<file path="config.mk">
export PLATFORM = sky130hd
export DESIGN_NAME = bfp_scale_tracker
export DESIGN_NICKNAME = d
export VERILOG_FILES = /design/src/rtl/bfp_pkg.sv /design/src/rtl/bfp_sign_count.sv /design/src/rtl/bfp_pass_min.sv /design/src/rtl/bfp_shift_accum.sv /design/src/rtl/bfp_scale_tracker.sv
export SDC_FILE = /design/constraint.sdc
export NUM_CORES = 1
export LEC_CHECK = 0
export BUFFER_PORTS_ARGS = -buffer_cell sky130_fd_sc_hd__buf_2
export CORE_ASPECT_RATIO = 1.2
export CORE_MARGIN = 2
export CORE_UTILIZATION = 50
export CTS_CLUSTER_DIAMETER = 150
export DETAILED_ROUTE_END_ITERATION = 10
export PLACE_DENSITY_LB_ADDON = 0.2
export SLEW_MARGIN = 20
export SYNTH_ARGS = -nofsm -noshare
export SYNTH_HDL_FRONTEND = slang
export SYNTH_HIERARCHICAL = 1
export SYNTH_SLANG_ARGS = --single-unit
export TNS_END_PERCENT = 30
</file>
<file path="constraint.sdc">
create_clock -name clk -period 17.15 [get_ports clk]
set_input_delay 3.43 -clock clk [delete_from_list [all_inputs] [get_ports clk]]
set_output_delay 3.43 -clock clk [all_outputs]
set_load 0.005 [all_outputs]
</file>
<file path="src/rtl/bfp_pkg.sv">
// Package: shared types for the block floating-point scale tracker.
// Assumes nothing beyond IEEE 1800-2017.
package bfp_pkg;
    // Word-growth scheme chosen for a whole transform.
    typedef enum logic {
        GROW_2BIT = 1'b0,
        GROW_3BIT = 1'b1
    } growth_e;
endpackage

</file>
<file path="src/rtl/bfp_sign_count.sv">
// Module: bfp_sign_count
// Counts the redundant sign bits of one two's-complement word: the run of bits
// below the MSB that equal the MSB. Purely combinational.
// Assumes W >= 2 and that CW bits can hold W-1.
module bfp_sign_count #(
    parameter int W  = 16,
    parameter int CW = $clog2(W)
) (
    input  logic [W-1:0]  word,
    output logic [CW-1:0] rsb
);
    logic run;

    // Walk down from bit W-2 while the bits still match the sign.
    always_comb begin
        rsb = '0;
        run = 1'b1;
        for (int i = W - 2; i >= 0; i--) begin
            if (run && (word[i] == word[W-1])) begin
                rsb = rsb + CW'(1);
            end else begin
                run = 1'b0;
            end
        end
    end
endmodule

</file>
<file path="src/rtl/bfp_pass_min.sv">
// Module: bfp_pass_min
// Keeps the smallest sign-bit count seen in the current pass. min_now already
// includes the result presented in this cycle, so a pass end that coincides
// with the last result still counts that result.
// Assumes pass_start arrives once before the first result of every pass.
module bfp_pass_min #(
    parameter int CW = 4
) (
    input  logic          clk,
    input  logic          rst_n,
    input  logic          pass_start,
    input  logic          res_valid,
    input  logic [CW-1:0] rsb_re,
    input  logic [CW-1:0] rsb_im,
    output logic [CW-1:0] min_now
);
    localparam logic [CW-1:0] CNT_MAX = {CW{1'b1}};

    logic [CW-1:0] min_q;
    logic [CW-1:0] base;
    logic [CW-1:0] pair_min;

    // Combine this cycle's result with the running minimum.
    always_comb begin
        base     = pass_start ? CNT_MAX : min_q;
        pair_min = (rsb_re < rsb_im) ? rsb_re : rsb_im;
        min_now  = base;
        if (res_valid && (pair_min < base)) begin
            min_now = pair_min;
        end
    end

    // Register the running minimum.
    always_ff @(posedge clk) begin
        if (!rst_n) begin
            min_q <= CNT_MAX;
        end else begin
            min_q <= min_now;
        end
    end

    AST_TRACK_RESET: assert property (@(posedge clk) disable iff (!rst_n)
        pass_start && !res_valid |=> min_q == CNT_MAX);
    AST_MIN_MONOTONE: assert property (@(posedge clk) disable iff (!rst_n)
        res_valid && !pass_start |=> min_q <= $past(min_q));
endmodule

</file>
<file path="src/rtl/bfp_shift_accum.sv">
// Module: bfp_shift_accum
// Turns the tracked minimum into a per-pass shift, adds the shifts into a
// running total under a cap chosen by the growth mode, tracks overflow, and
// reports the final scale code.
// Assumes xform_end takes the place of pass_end on the final pass.
module bfp_shift_accum
    import bfp_pkg::*;
#(
    parameter int CW        = 4,
    parameter int MAX_SHIFT = 4,
    parameter int SW        = $clog2(MAX_SHIFT + 1)
) (
    input  logic          clk,
    input  logic          rst_n,
    input  logic          xform_start,
    input  logic          xform_end,
    input  logic          pass_end,
    input  logic          grow_mode,
    input  logic          res_valid,
    input  logic          res_ovf,
    input  logic [CW-1:0] min_now,
    output logic [SW-1:0] pass_shift,
    output logic [CW-1:0] scale_code,
    output logic          scale_done,
    output logic          bins_zero
);
    localparam logic [CW-1:0] CODE_MAX = {CW{1'b1}};
    localparam logic [CW-1:0] STEP_MAX = CW'(MAX_SHIFT);

    growth_e       mode_q;
    logic [CW-1:0] total_q;
    logic          ovf_q;
    logic [CW-1:0] cap;
    logic [CW-1:0] room;
    logic [CW-1:0] step;
    logic          ovf_next;

    // Work out the budget left and the shift that this pass earns.
    always_comb begin
        cap      = (mode_q == GROW_3BIT) ? CODE_MAX : CODE_MAX - CW'(1);
        room     = (total_q >= cap) ? '0 : cap - total_q;
        ovf_next = ovf_q | (res_valid & res_ovf & (mode_q == GROW_2BIT));
        step     = min_now;
        if (step > STEP_MAX) step = STEP_MAX;
        if (step > room)     step = room;
        if (ovf_next)        step = '0;
    end

    // Sequence the per-transform state.
    always_ff @(posedge clk) begin
        if (!rst_n) begin
            mode_q     <= GROW_2BIT;
            total_q    <= '0;
            ovf_q      <= 1'b0;
            pass_shift <= '0;
            scale_code <= '0;
            scale_done <= 1'b0;
        end else if (xform_start) begin
            mode_q     <= growth_e'(grow_mode);
            total_q    <= '0;
            ovf_q      <= 1'b0;
            pass_shift <= '0;
            scale_code <= '0;
            scale_done <= 1'b0;
        end else begin
            ovf_q <= ovf_next;
            if (pass_end) begin
                pass_shift <= SW'(step);
                total_q    <= total_q + step;
            end
            if (xform_end) begin
                scale_code <= ovf_next ? CODE_MAX : total_q;
                scale_done <= 1'b1;
            end
        end
    end

    assign bins_zero = ovf_q;

    AST_SHIFT_CAP: assert property (@(posedge clk) disable iff (!rst_n)
        pass_shift <= SW'(MAX_SHIFT));
    AST_FIRST_ZERO: assert property (@(posedge clk) disable iff (!rst_n)
        xform_start |=> pass_shift == '0);
    AST_TOTAL_CAP: assert property (@(posedge clk) disable iff (!rst_n)
        total_q <= cap);
    AST_OVF_STICKY: assert property (@(posedge clk) disable iff (!rst_n)
        ovf_q && !xform_start |=> ovf_q);
    AST_OVF_SHIFT: assert property (@(posedge clk) disable iff (!rst_n)
        ovf_q && pass_end && !xform_start |=> pass_shift == '0);
    AST_NO_OVF_3BIT: assert property (@(posedge clk) disable iff (!rst_n)
        mode_q == GROW_3BIT |-> !ovf_q);
    AST_DONE_CLEAR: assert property (@(posedge clk) disable iff (!rst_n)
        xform_start |=> !scale_done);
endmodule

</file>
<file path="src/rtl/bfp_scale_tracker.sv">
// Module: bfp_scale_tracker (top)
// Block floating-point scale tracker for a multi-pass FFT. It counts sign bits
// on both parts of each result, keeps the pass minimum, and derives the
// inter-pass shift, the total scale code and the overflow blanking.
// Assumes the pulses are one cycle wide and come from the same clock domain.
module bfp_scale_tracker #(
    parameter int DATA_W    = 16,
    parameter int MAX_SHIFT = 4,
    parameter int CW        = $clog2(DATA_W),
    parameter int SW        = $clog2(MAX_SHIFT + 1)
) (
    input  logic              clk,
    input  logic              rst_n,
    input  logic              grow_mode,
    input  logic              xform_start,
    input  logic              xform_end,
    input  logic              pass_start,
    input  logic              pass_end,
    input  logic              res_valid,
    input  logic              res_ovf,
    input  logic [DATA_W-1:0] res_re,
    input  logic [DATA_W-1:0] res_im,
    output logic [SW-1:0]     pass_shift,
    output logic [CW-1:0]     scale_code,
    output logic              scale_done,
    output logic              bins_zero
);
    logic [DATA_W-1:0] comp [2];
    logic [CW-1:0]     rsb  [2];
    logic [CW-1:0]     min_now;

    assign comp[0] = res_re;
    assign comp[1] = res_im;

    // One sign counter for each component of the complex result.
    for (genvar g = 0; g < 2; g++) begin : g_cnt
        bfp_sign_count #(.W(DATA_W), .CW(CW)) u_cnt (
            .word (comp[g]),
            .rsb  (rsb[g])
        );
    end

    bfp_pass_min #(.CW(CW)) u_min (
        .clk        (clk),
        .rst_n      (rst_n),
        .pass_start (pass_start),
        .res_valid  (res_valid),
        .rsb_re     (rsb[0]),
        .rsb_im     (rsb[1]),
        .min_now    (min_now)
    );

    bfp_shift_accum #(.CW(CW), .MAX_SHIFT(MAX_SHIFT), .SW(SW)) u_acc (
        .clk         (clk),
        .rst_n       (rst_n),
        .xform_start (xform_start),
        .xform_end   (xform_end),
        .pass_end    (pass_end),
        .grow_mode   (grow_mode),
        .res_valid   (res_valid),
        .res_ovf     (res_ovf),
        .min_now     (min_now),
        .pass_shift  (pass_shift),
        .scale_code  (scale_code),
        .scale_done  (scale_done),
        .bins_zero   (bins_zero)
    );
endmodule

</file>
After elaboration in Yosys (flattened, before gate mapping)
Cells that the tools add are included.
{"block": "totals", "out_inout_bits": 9, "ff_bits": 18, "inputBits": 41, "wordCells": 174}
{"block": "op_classes", "addsub": 30, "bitwise": 5, "muxes": 67, "magnitude_cmp": 5, "reduce_logical": 30, "eq_ne": 30}
{"op": "two-way mux 4 bit", "count": 36}
{"op": "adder 4 x 1 -> 4 bit (second input constant)", "count": 28}
{"op": "two-way mux 1 bit", "count": 31}
{"op": "== test 1 bit", "count": 30}
{"op": "logical AND 1 bit", "count": 29}
{"op": "less-than comparator 4 bit", "count": 2}
{"op": "adder 4 bit", "count": 1}
{"op": ">= comparator 4 bit", "count": 1}
{"op": "greater-than comparator 4 x 3 -> 1 bit (second input constant)", "count": 1}
{"op": "greater-than comparator 4 bit", "count": 1}
{"op": "subtractor 4 bit", "count": 1}
{"op": "AND 1 bit", "count": 2}
{"op": "NOT 1 bit", "count": 2}
{"op": "OR reduction 2 bit", "count": 1}
{"op": "bitwise OR 1 bit", "count": 1}

Logic depth before layout (Yosys ltp)
Gate-level depths: netlist (run 1).
{"block": "depth", "depth_word": 41, "mapped_depth": 66, "ltp_nobuf": 63}

Modules after synthesis
Netlist (run 1), hierarchy kept.
{"module": "bfp_sign_count", "cells_per_inst": 222, "instances": 2, "seq_area_each_um2": 0.0, "area_per_inst_um2": 1361.3}
{"module": "bfp_shift_accum", "cells_per_inst": 102, "instances": 1, "seq_area_each_um2": 280.3, "area_per_inst_um2": 882.1}
{"module": "bfp_pass_min", "cells_per_inst": 52, "instances": 1, "seq_area_each_um2": 80.1, "area_per_inst_um2": 462.9}

Worst setup path after synthesis (run 1)
Ideal clock, no wire load.
{"block": "synth_path", "path_kind": "input-to-reg", "startpoint": "in res_im[15]", "endpoint": "reg u_acc.total_q[3]", "setup_slack_ps": 2618, "t_required_ps": 17084, "path_buffers": 3, "arrival_time_ps": 14466, "setup_time_ps": 66, "cell_stages": 62, "path_cell_list": "buf_2 -> buf_2 -> buf_1 -> nand2_1 -> o22ai_1 -> ha_1 -> o21a_1 -> ha_1 -> o311a_1 -> o31ai_1 -> ha_1 -> a21oi_1 -> o21ai_0 -> ha_1 -> o21bai_1 -> a21oi_1 -> o2bb2ai_1 -> mux2_2 -> (+26 left out) -> o21bai_1 -> mux2_4 -> nand2_4 -> mux2i_1 -> nor2_1 -> and2_1 -> inv_1 -> ha_1 -> and4_2 -> a21oi_1 -> mux2_2 -> nor2_1 -> ha_1 -> a21o_2 -> a21oi_1 -> a211oi_1 -> or3_1 -> a21oi_2"}
{"element": "start: declaration", "line_no": "bfp_scale_tracker.sv:22", "text": "input logic [DATA_W-1:0] res_im,"}
{"element": "end signal: assignment", "line_no": "bfp_shift_accum.sv:69", "text": "total_q <= total_q + step;"}
{"element": "end: declaration", "line_no": "bfp_shift_accum.sv:31", "text": "logic [CW-1:0] total_q;"}

==> flow_summary.toml, run 1 <==
[outcome]
outcome = "completed"

[global_route]
grt_max_degree = 42
grtUsageTotal = 0.208
grt_pass1_vias = 3708
grt_overflow = 0
antenna_found_initial = 0
grt_pass1_wl_um = 15800

[sta]
period_minus_slack_ns = 15.62
finalCritPeriodShare = 0.911
slew_headroom = 0.533
hold_viol_final = 0
finalSetupViolCount = 0
setup_tns_ns = 0
finClkSkew_ns = 0.00179
tightest_slew_ns = 0.701
rsz0062_at_grt = "false"
max_freq_mhz = 64.0
final_max_slew_viol_count = 0

[final_layout]
areaGrowthSynthToFinish_pct = 7.51
fin_nets = 709
fillers = 801
drive_gt1_frac = 0.137
postLayoutCellArea_um2 = 4370
diodes = 0

[yosys]
synth_top_flop_cell = "dfxtp_1"
ys_ff_latch = 18
netlist_instances = 598
syn_avg_cell_area_um2 = 6.80
syn-num-nets = 679
syn_area_um2 = 4070
synth_cell_types = 68
ys_seq_area_frac = 0.0886
synth_edf_count = 0
ys_warn_count = 6
synthArstFlopShare = 0

[cts]
hold_buffers = 0
cts_buffers = 3
cts_resized = 0
cts_setup_buffers = 0
clock_path_buffers = 2
h-tree-depth = 1
cts_tree = "built"
cts_root_buffer = "clkbuf_8"
clkTransAtPathRegs_ns = 0.07
insertion_delay_ns = 0.26
clock_sinks = 18

[setup_path]
required_ns = 17.35
path_class = "in -> reg"
critPathSlowestCell = "buf_2"
max_stage_delay_ns = 0.54
reg2reg_slack_ns = 12.36
path_max_fanout = 41
critPathMostFrequentCell = "ha_1"
end_kind = "flip-flop"
start_kind = "input port"
r2r.worst_path.cells = 21
arrival_ns = 15.82

[floorplan]
dieArea_um2 = 8880
coreArea_um2 = 8020
floorplan.rows = 36
start_util = 0.507
die_h_um = 103
io_pins = 50
die_width_um = 86.3

[routing]
drtIter0Drc = 129
drtAntennaViolNets = 0
drtPass1Iterations = 4
wl_per_cell_um = 13.2
drt-total-wl_um = 9500
vias = 4225
vias_per_cell = 5.85
drc_errors = 0

[power_and_ir_drop]
power.density_nw_per_um2 = 42.2
p_int_mw = 0.108
p_leak_nw = 1.95
seq_power_share = 0.246
p_comb_frac = 0.566
p_sw_mw = 0.0768
netSwitchingFraction = 0.416
clock_power_share = 0.187
ir_drop_mv = 0.0273

[placed_design]
gp_congestion = 0.939
io_buffers = 49
place.detailed.hpwl_um = 7560
place_area_um2 = 4320

[worst_hold_path]
hold_depth = 2
hold_class = "reg -> reg"

[flow_run]
maxCapViolCount = 0
[registers in the layout, indices dropped and copies added, names as in the netlist]
register,cells
u_acc/scale_code,4
u_acc/total_q,4
u_min/min_q,4
u_acc/pass_shift,3
u_acc/bins_zero,1
u_acc/mode_q,1
u_acc/scale_done,1
[cells by family (layout without fill, tap and decap cells)]
kind of cell               after synthesis  after routing  synth area share
AOI/OAI and AO/OA                      165            165             0.265
xor gates and xnor gates                43             43            0.0926
adders and majority gates               40             40             0.125
buffers and inverters                   66             95            0.0686
DFF                                     18             18            0.0886
muxes                                   24             24            0.0621
other                                    1              1          0.000922
and+or+nand+nor                        241            241             0.297
[worst paths after layout]
path | start | end
min | u_acc/scale_done | u_acc/scale_done
max reg2reg | u_min/min_q[2] | u_acc/total_q[3]
max | res_im[15] | u_acc/total_q[3]
min reg2reg | u_acc/scale_done | u_acc/scale_done
[through the flow]
stage               cells  hold slack, ns  total power, mW  setup WS, ns   util
global route          722           0.520            0.200         0.560  0.545
CTS                   722           0.464            0.185          1.61  0.545
global placement      718           0.439            0.147          1.71  0.539
finish                722           0.462            0.185          1.53  0.545
detailed placement    718           0.447            0.150          1.39  0.539
floorplan             598           0.458            0.126          2.62      -
[cell type report]
class	instances	area (um2)	area share
clock buffers	4	55.1	0.0126
inverters	40	150	0.0343
multi-input cells	514	3430	0.784
flip-flops and latches	18	360	0.0824
well taps	95	119	0.0272
repair buffers	51	260	0.0595
[power groups by stage]
stage	clock network, mW	logic, mW	registers (mW)
floorplan	0	0.0795	0.0461
global placement	0	0.101	0.0462
detailed placement	0	0.104	0.0463
CTS	0.0355	0.104	0.0454
global route	0.0373	0.118	0.0457
finish	0.0346	0.105	0.0454
[placed cells by master (no fill, tap or decap), drive strengths merged, types with 4 or more instances in the layout]
cell type	instances
and3	4
nand2	68
o21bai	5
nor2b	14
a22oi	5
inv	40
buf	51
nand4	6
or4	6
mux2i	17
a21oi	54
o22ai	6
a21o	6
or3	15
clkbuf	4
nand2b	11
a31oi	7
and2	7
o211ai	5
ha	39
o21ai	38
dfxtp	18
nor3	20
o21a	4
nor2	65
a211oi	6
xor2	16
o31ai	4
mux2	7
nor3b	6
nand3	9
xnor2	27
[worst max-delay path, delay by kind of cell]
family	cells	cell delay [ns]
AND/OR/NAND/NOR	11	1.75
adder cells (fa/ha/maj)	11	3.21
AO/OA/AOI/OAI	24	4.54
buffers and inverters	5	0.79
XOR/XNOR	3	0.48
multiplexers	6	1.61
[cell usage after synthesis (all sizes together), types with 7 or more instances]
library cell,instances,share of area
nor2,65,0.060
buf,11,0.015
ha,39,0.12
mux2i,17,0.042
nor3,20,0.027
mux2,7,0.020
nand2b,11,0.017
a21oi,54,0.073
or3,15,0.023
dfxtp,18,0.089
clkbuf,15,0.017
xnor2,27,0.058
and2,7,0.011
xor2,16,0.034
inv,40,0.037
a31oi,7,0.011
nor2b,14,0.022
nand2,68,0.065
o21ai,38,0.050
nand3,9,0.012
[layer usage]
| layer | vias up | global-route usage | routed length [um] |
|---|---|---|---|
| li1 | 2199 | - | - |
| met1 | 1914 | 0.256 | 4290 |
| met2 | 94 | 0.379 | 4770 |
| met3 | 18 | 0.0152 | 258 |
| met4 | 0 | 0.0721 | 187 |
| met5 | - | 0 | 0 |
No activity file was read; power rests on OpenSTA's default activity.
==> run 2, diff against run 1 <==
--- a/config.mk
+++ b/config.mk
@@ -6,9 +6,11 @@
 export NUM_CORES = 1
 export LEC_CHECK = 0
 export BUFFER_PORTS_ARGS = -buffer_cell sky130_fd_sc_hd__buf_2
-export CORE_ASPECT_RATIO = 1.2
+export CELL_PAD_IN_SITES_DETAIL_PLACEMENT = 2
+export CELL_PAD_IN_SITES_GLOBAL_PLACEMENT = 2
+export CORE_ASPECT_RATIO = 1.4
 export CORE_MARGIN = 2
-export CORE_UTILIZATION = 50
+export CORE_UTILIZATION = 34
 export CTS_CLUSTER_DIAMETER = 150
 export DETAILED_ROUTE_END_ITERATION = 10
 export PLACE_DENSITY_LB_ADDON = 0.2
==> flow_summary.toml, run 2 (synthesis gave the netlist of run 1 again) <==
[setup_path]
max_stage_delay_ns = 0.56
worstPathBufferInverterCount = 5
start_kind = "input port"
arrival_ns = 16.19
cpLargestDelayFamily = "compound AO/OA/AOI/OAI gates"
path_max_fanout = 41
required_ns = 17.33
reg2reg_from = "u_min/min_q[2]"
critPathSlowestCell = "buf_2"
path_class = "in -> reg"
end_kind = "flip-flop"
critPathMostFrequentCell = "ha_1"
crit_start = "res_im[15]"

[sta]
setup_tns_ns = 0
rsz0062_at_grt = "false"
finClkSkew_ns = 0.00481
setup_ws_ns = 1.14
hold_viol_final = 0
holdWs_ns = 0.461
max_freq_mhz = 62.5
finalSetupViolCount = 0
period_minus_slack_ns = 16.01
tightest_slew_ns = 0.723
finalCritPeriodShare = 0.934
slew_headroom = 0.518
final_max_slew_viol_count = 0

[routing]
vias = 4420
drtIter0Drc = 120
wl_per_cell_um = 17.0
drtPass1Iterations = 6
vias_per_cell = 5.71
drtAntennaViolNets = 0
drc_errors = 0
drt-total-wl_um = 13100

[power_and_ir_drop]
power_mw = 0.207
power.density_nw_per_um2 = 46.4
ir_drop_mv = 0.0273
p_leak_nw = 1.97

[cts]
cts_setup_buffers = 0
h-tree-depth = 1
cts_resized = 0
hold_buffers = 0
cts_root_buffer = "clkbuf_16"
cts_tree = "built"
clkTransAtPathRegs_ns = 0.05
insertion_delay_ns = 0.25
clock_path_buffers = 2
clock_sinks = 18
cts_buffers = 3

[final_layout]
top_regs = "u_acc/scale_code: 4 flops, u_acc/total_q: 4 flops, u_min/min_q: 4 flops"
areaGrowthSynthToFinish_pct = 9.94
fin_nets = 709
layout_common_cells = "nand2_1, nor2_1, a21oi_1, buf_2, inv_1"
fin_cells = 774
post-route-util = 0.380
drive_gt1_frac = 0.137
fillers = 1477
postLayoutCellArea_um2 = 4470
final_common_cell = "nand2_1"
diodes = 0

[global_route]
grt_pass1_wl_um = 22400
antenna_found_initial = 0
grt_max_degree = 42
grt_overflow = 0
grtUsageTotal = 0.209
grt_pass1_vias = 4788

[placed_design]
place_area_um2 = 4380
gp_congestion = 0.813
io_buffers = 49
dpl.cell_count = 770
place.detailed.hpwl_um = 10900
pre_cts_ws_ns = 0.882

[floorplan]
die_width_um = 96.4
io_pins = 50
dieArea_um2 = 12900
coreArea_um2 = 11800
start_util = 0.346
floorplan.rows = 47
die_h_um = 133

[worst_hold_path]
worstHoldStart = "u_acc/scale_done"
hold_class = "reg -> reg"

[outcome]
outcome = "completed"

[flow_run]
maxCapViolCount = 0
## run 2: cell types whose count changed in the layout (fill, tap and decap cells not counted)
cell | before | now
clkbuf_8 | 4 | 1
clkbuf_16 | 0 | 3
## run 2: layer usage
| layer | share of wire | routed length (um) | global-route usage |
|---|---|---|---|
| met2 | 0.57 | 7530 | 0.424 |
| met3 | 0.011 | 143 | 0.00962 |
| met4 | 0.020 | 258 | 0.0477 |
| met1 | 0.40 | 5210 | 0.229 |
| met5 | 0 | 0 | 0 |
## run 2: final timing paths
check,endpoint,slack (ns),depth (start not counted)
max reg2reg,u_acc/total_q[3],12.18,21
max,u_acc/total_q[3],1.14,60
min reg2reg,u_acc/scale_done,0.46,2
min,u_acc/scale_done,0.46,2
## run 2: area by class of cell
type	instances	area, um2	area share
clock buffers	4	88.8	0.0199
inverters	40	150	0.0336
multi-input cells	514	3430	0.767
flip-flops and latches	18	360	0.0806
well taps	147	184	0.0411
repair buffers	51	260	0.0582
## run 2: tightest hold or removal path: stages, from the launching register on
cell and delay [ns]:
dfxtp_1 0.32, nor2_1 0.04, nor2_1 0.06
## run 2: report_power, final
| group | internal [mW] | switching (mW) |
|---|---|---|
| clock | 0.0355 | 0.0160 |
| sequential | 0.0440 | 0.00164 |
| combinational | 0.0437 | 0.0666 |
| total | 0.123 | 0.0842 |
==> run 3, diff against run 2 <==
--- a/config.mk
+++ b/config.mk
@@ -5,15 +5,16 @@
 export SDC_FILE = /design/constraint.sdc
 export NUM_CORES = 1
 export LEC_CHECK = 0
-export BUFFER_PORTS_ARGS = -buffer_cell sky130_fd_sc_hd__buf_2
 export CELL_PAD_IN_SITES_DETAIL_PLACEMENT = 2
 export CELL_PAD_IN_SITES_GLOBAL_PLACEMENT = 2
 export CORE_ASPECT_RATIO = 1.4
 export CORE_MARGIN = 2
-export CORE_UTILIZATION = 34
-export CTS_CLUSTER_DIAMETER = 150
+export CORE_UTILIZATION = 37
+export CTS_CLUSTER_DIAMETER = 200
 export DETAILED_ROUTE_END_ITERATION = 10
+export DONT_BUFFER_PORTS = 1
 export PLACE_DENSITY_LB_ADDON = 0.2
+export REMOVE_ABC_BUFFERS = 1
 export SLEW_MARGIN = 20
 export SYNTH_ARGS = -nofsm -noshare
 export SYNTH_HDL_FRONTEND = slang
==> flow_summary.toml, run 3 (synthesis gave the netlist of run 1 again) <==
[floorplan]
io_pins = 50
start_util = 0.378
die_h_um = 128
dieArea_um2 = 11900
floorplan.rows = 45
die_width_um = 92.6
coreArea_um2 = 10800

[outcome]
outcome = "completed"

[cts]
cts_root_buffer = "clkbuf_16"
insertion_delay_ns = 0.25
clkTransAtPathRegs_ns = 0.05
cts_resized = 0
clock_path_buffers = 2
cts_tree = "built"
cts_buffers = 3
h-tree-depth = 1
clock_sinks = 18
cts_setup_buffers = 0
hold_buffers = 0

[sta]
max_freq_mhz = 64.4
final_max_slew_viol_count = 0
finalSetupViolCount = 0
hold_viol_final = 0
rsz0062_at_grt = "false"
tightest_slew_ns = 0.553
period_minus_slack_ns = 15.54
slew_headroom = 0.629
setup_tns_ns = 0
finalCritPeriodShare = 0.906
finClkSkew_ns = 0.00178

[final_layout]
drive_gt1_frac = 0.0624
fin_nets = 660
top_regs = "u_acc/scale_code: 4 flops, u_acc/total_q: 4 flops, u_min/min_q: 4 flops"
diodes = 0
layout_common_cells = "nand2_1, nor2_1, a21oi_1"
final_common_cell = "nand2_1"
areaGrowthSynthToFinish_pct = 3.38

[routing]
wl_per_cell_um = 17.7
drtAntennaViolNets = 0
drt-total-wl_um = 12700
vias = 4210
drtPass1Iterations = 4
drtIter0Drc = 97
drc_errors = 0
vias_per_cell = 5.86

[setup_path]
r2r_end = "u_acc/total_q[3]"
critPathMostFrequentCell = "ha_1"
path_max_fanout = 41
arrival_ns = 15.72
r2r.worst_path.cells = 22
path_class = "in -> reg"
end_kind = "flip-flop"
required_ns = 17.34
start_kind = "input port"
reg2reg_from = "u_min/min_q[2]"
reg2reg_slack_ns = 12.11
critPathSlowestCell = "or4_4"
max_stage_delay_ns = 0.54

[power_and_ir_drop]
clock_power_share = 0.250
p_sw_mw = 0.0718
ir_drop_mv = 0.0261
p_leak_nw = 1.75
p_comb_frac = 0.505
p_int_mw = 0.115
power_mw = 0.187
seq_power_share = 0.245
netSwitchingFraction = 0.384
power.density_nw_per_um2 = 44.5

[global_route]
grt_max_degree = 42
grt_pass1_wl_um = 21500
grt_pass1_vias = 4619
grtUsageTotal = 0.217
grt_overflow = 0
antenna_found_initial = 0

[worst_hold_path]
hold_depth = 2
hold_class = "reg -> reg"
worstHoldStart = "u_acc/scale_done"
whs_endpoint = "u_acc/scale_done"

[placed_design]
gp_congestion = 0.826
place.detailed.hpwl_um = 10400
io_buffers = 0

[flow_run]
maxCapViolCount = 0
==> run 3: cell count changes in the layout (fill, tap and decap cells not counted), sizes merged <==
cell and delta:
buf -49, clkbuf -1
==> run 3: power by group through the flow <==
stage,Clock [mW],Combinational (mW),Sequential (mW)
after CTS,0.0481,0.0959,0.0459
after global routing,0.0503,0.107,0.0461
after floorplan,0,0.0730,0.0461
final,0.0468,0.0945,0.0459
after global placement,0,0.0891,0.0466
after detailed placement,0,0.0947,0.0467
==> run 3: area by class of cell <==
class                      instances  area [um2]
timing repair buffer               2        15.0
fill                            1329        6550
sequential                        18         360
tap                              141         176
inverter                          40         150
clock buffer                       3        75.1
multi-input combinational        514        3430
==> run 3: worst max path at each step <==
stage	slack, ns	start	end	depth (start not counted)
2_1_floorplan	3.07	res_im[15]	u_acc/total_q[3]	59
5_1_grt	0.62	res_im[15]	u_acc/total_q[3]	62
4_1_cts	1.51	res_im[15]	u_acc/total_q[3]	59
6_report	1.61	res_im[15]	u_acc/total_q[3]	59
3_5_place_dp	1.37	res_im[15]	u_acc/total_q[3]	59
3_3_place_gp	1.89	res_im[15]	u_acc/total_q[3]	58
==> run 3: worst max-delay path, delay by kind of cell <==
| family | cells | cell delay (ns) |
|---|---|---|
| and+or+nand+nor | 12 | 2.25 |
| AOI/OAI and AO/OA | 23 | 4.32 |
| adders and majority gates | 10 | 2.92 |
| buffers and inverters | 4 | 0.26 |
| muxes | 7 | 2.07 |
| xor gates and xnor gates | 3 | 0.46 |
==> run 3: metal layers <==
metal	routed length [um]	up-vias	track usage
met5	0	-	0
met2	7130	51	0.444
met4	224	0	0.0528
met1	5010	2051	0.233
met3	324	17	0.0194
li1	-	2091	-
==> run 3: per-stage QoR <==
| stage | utilization | instances | hold WS (ns) | area, um2 | setup slack, ns |
|---|---|---|---|---|---|
| global route | 0.391 | 718 | 0.534 | 4210 | 0.616 |
| floorplan | - | 572 | 0.456 | 3940 | 3.07 |
| global placement | 0.384 | 715 | 0.475 | 4130 | 1.89 |
| CTS | 0.391 | 718 | 0.497 | 4210 | 1.51 |
| finish | 0.391 | 718 | 0.498 | 4210 | 1.61 |
| detailed placement | 0.384 | 715 | 0.489 | 4130 | 1.37 |
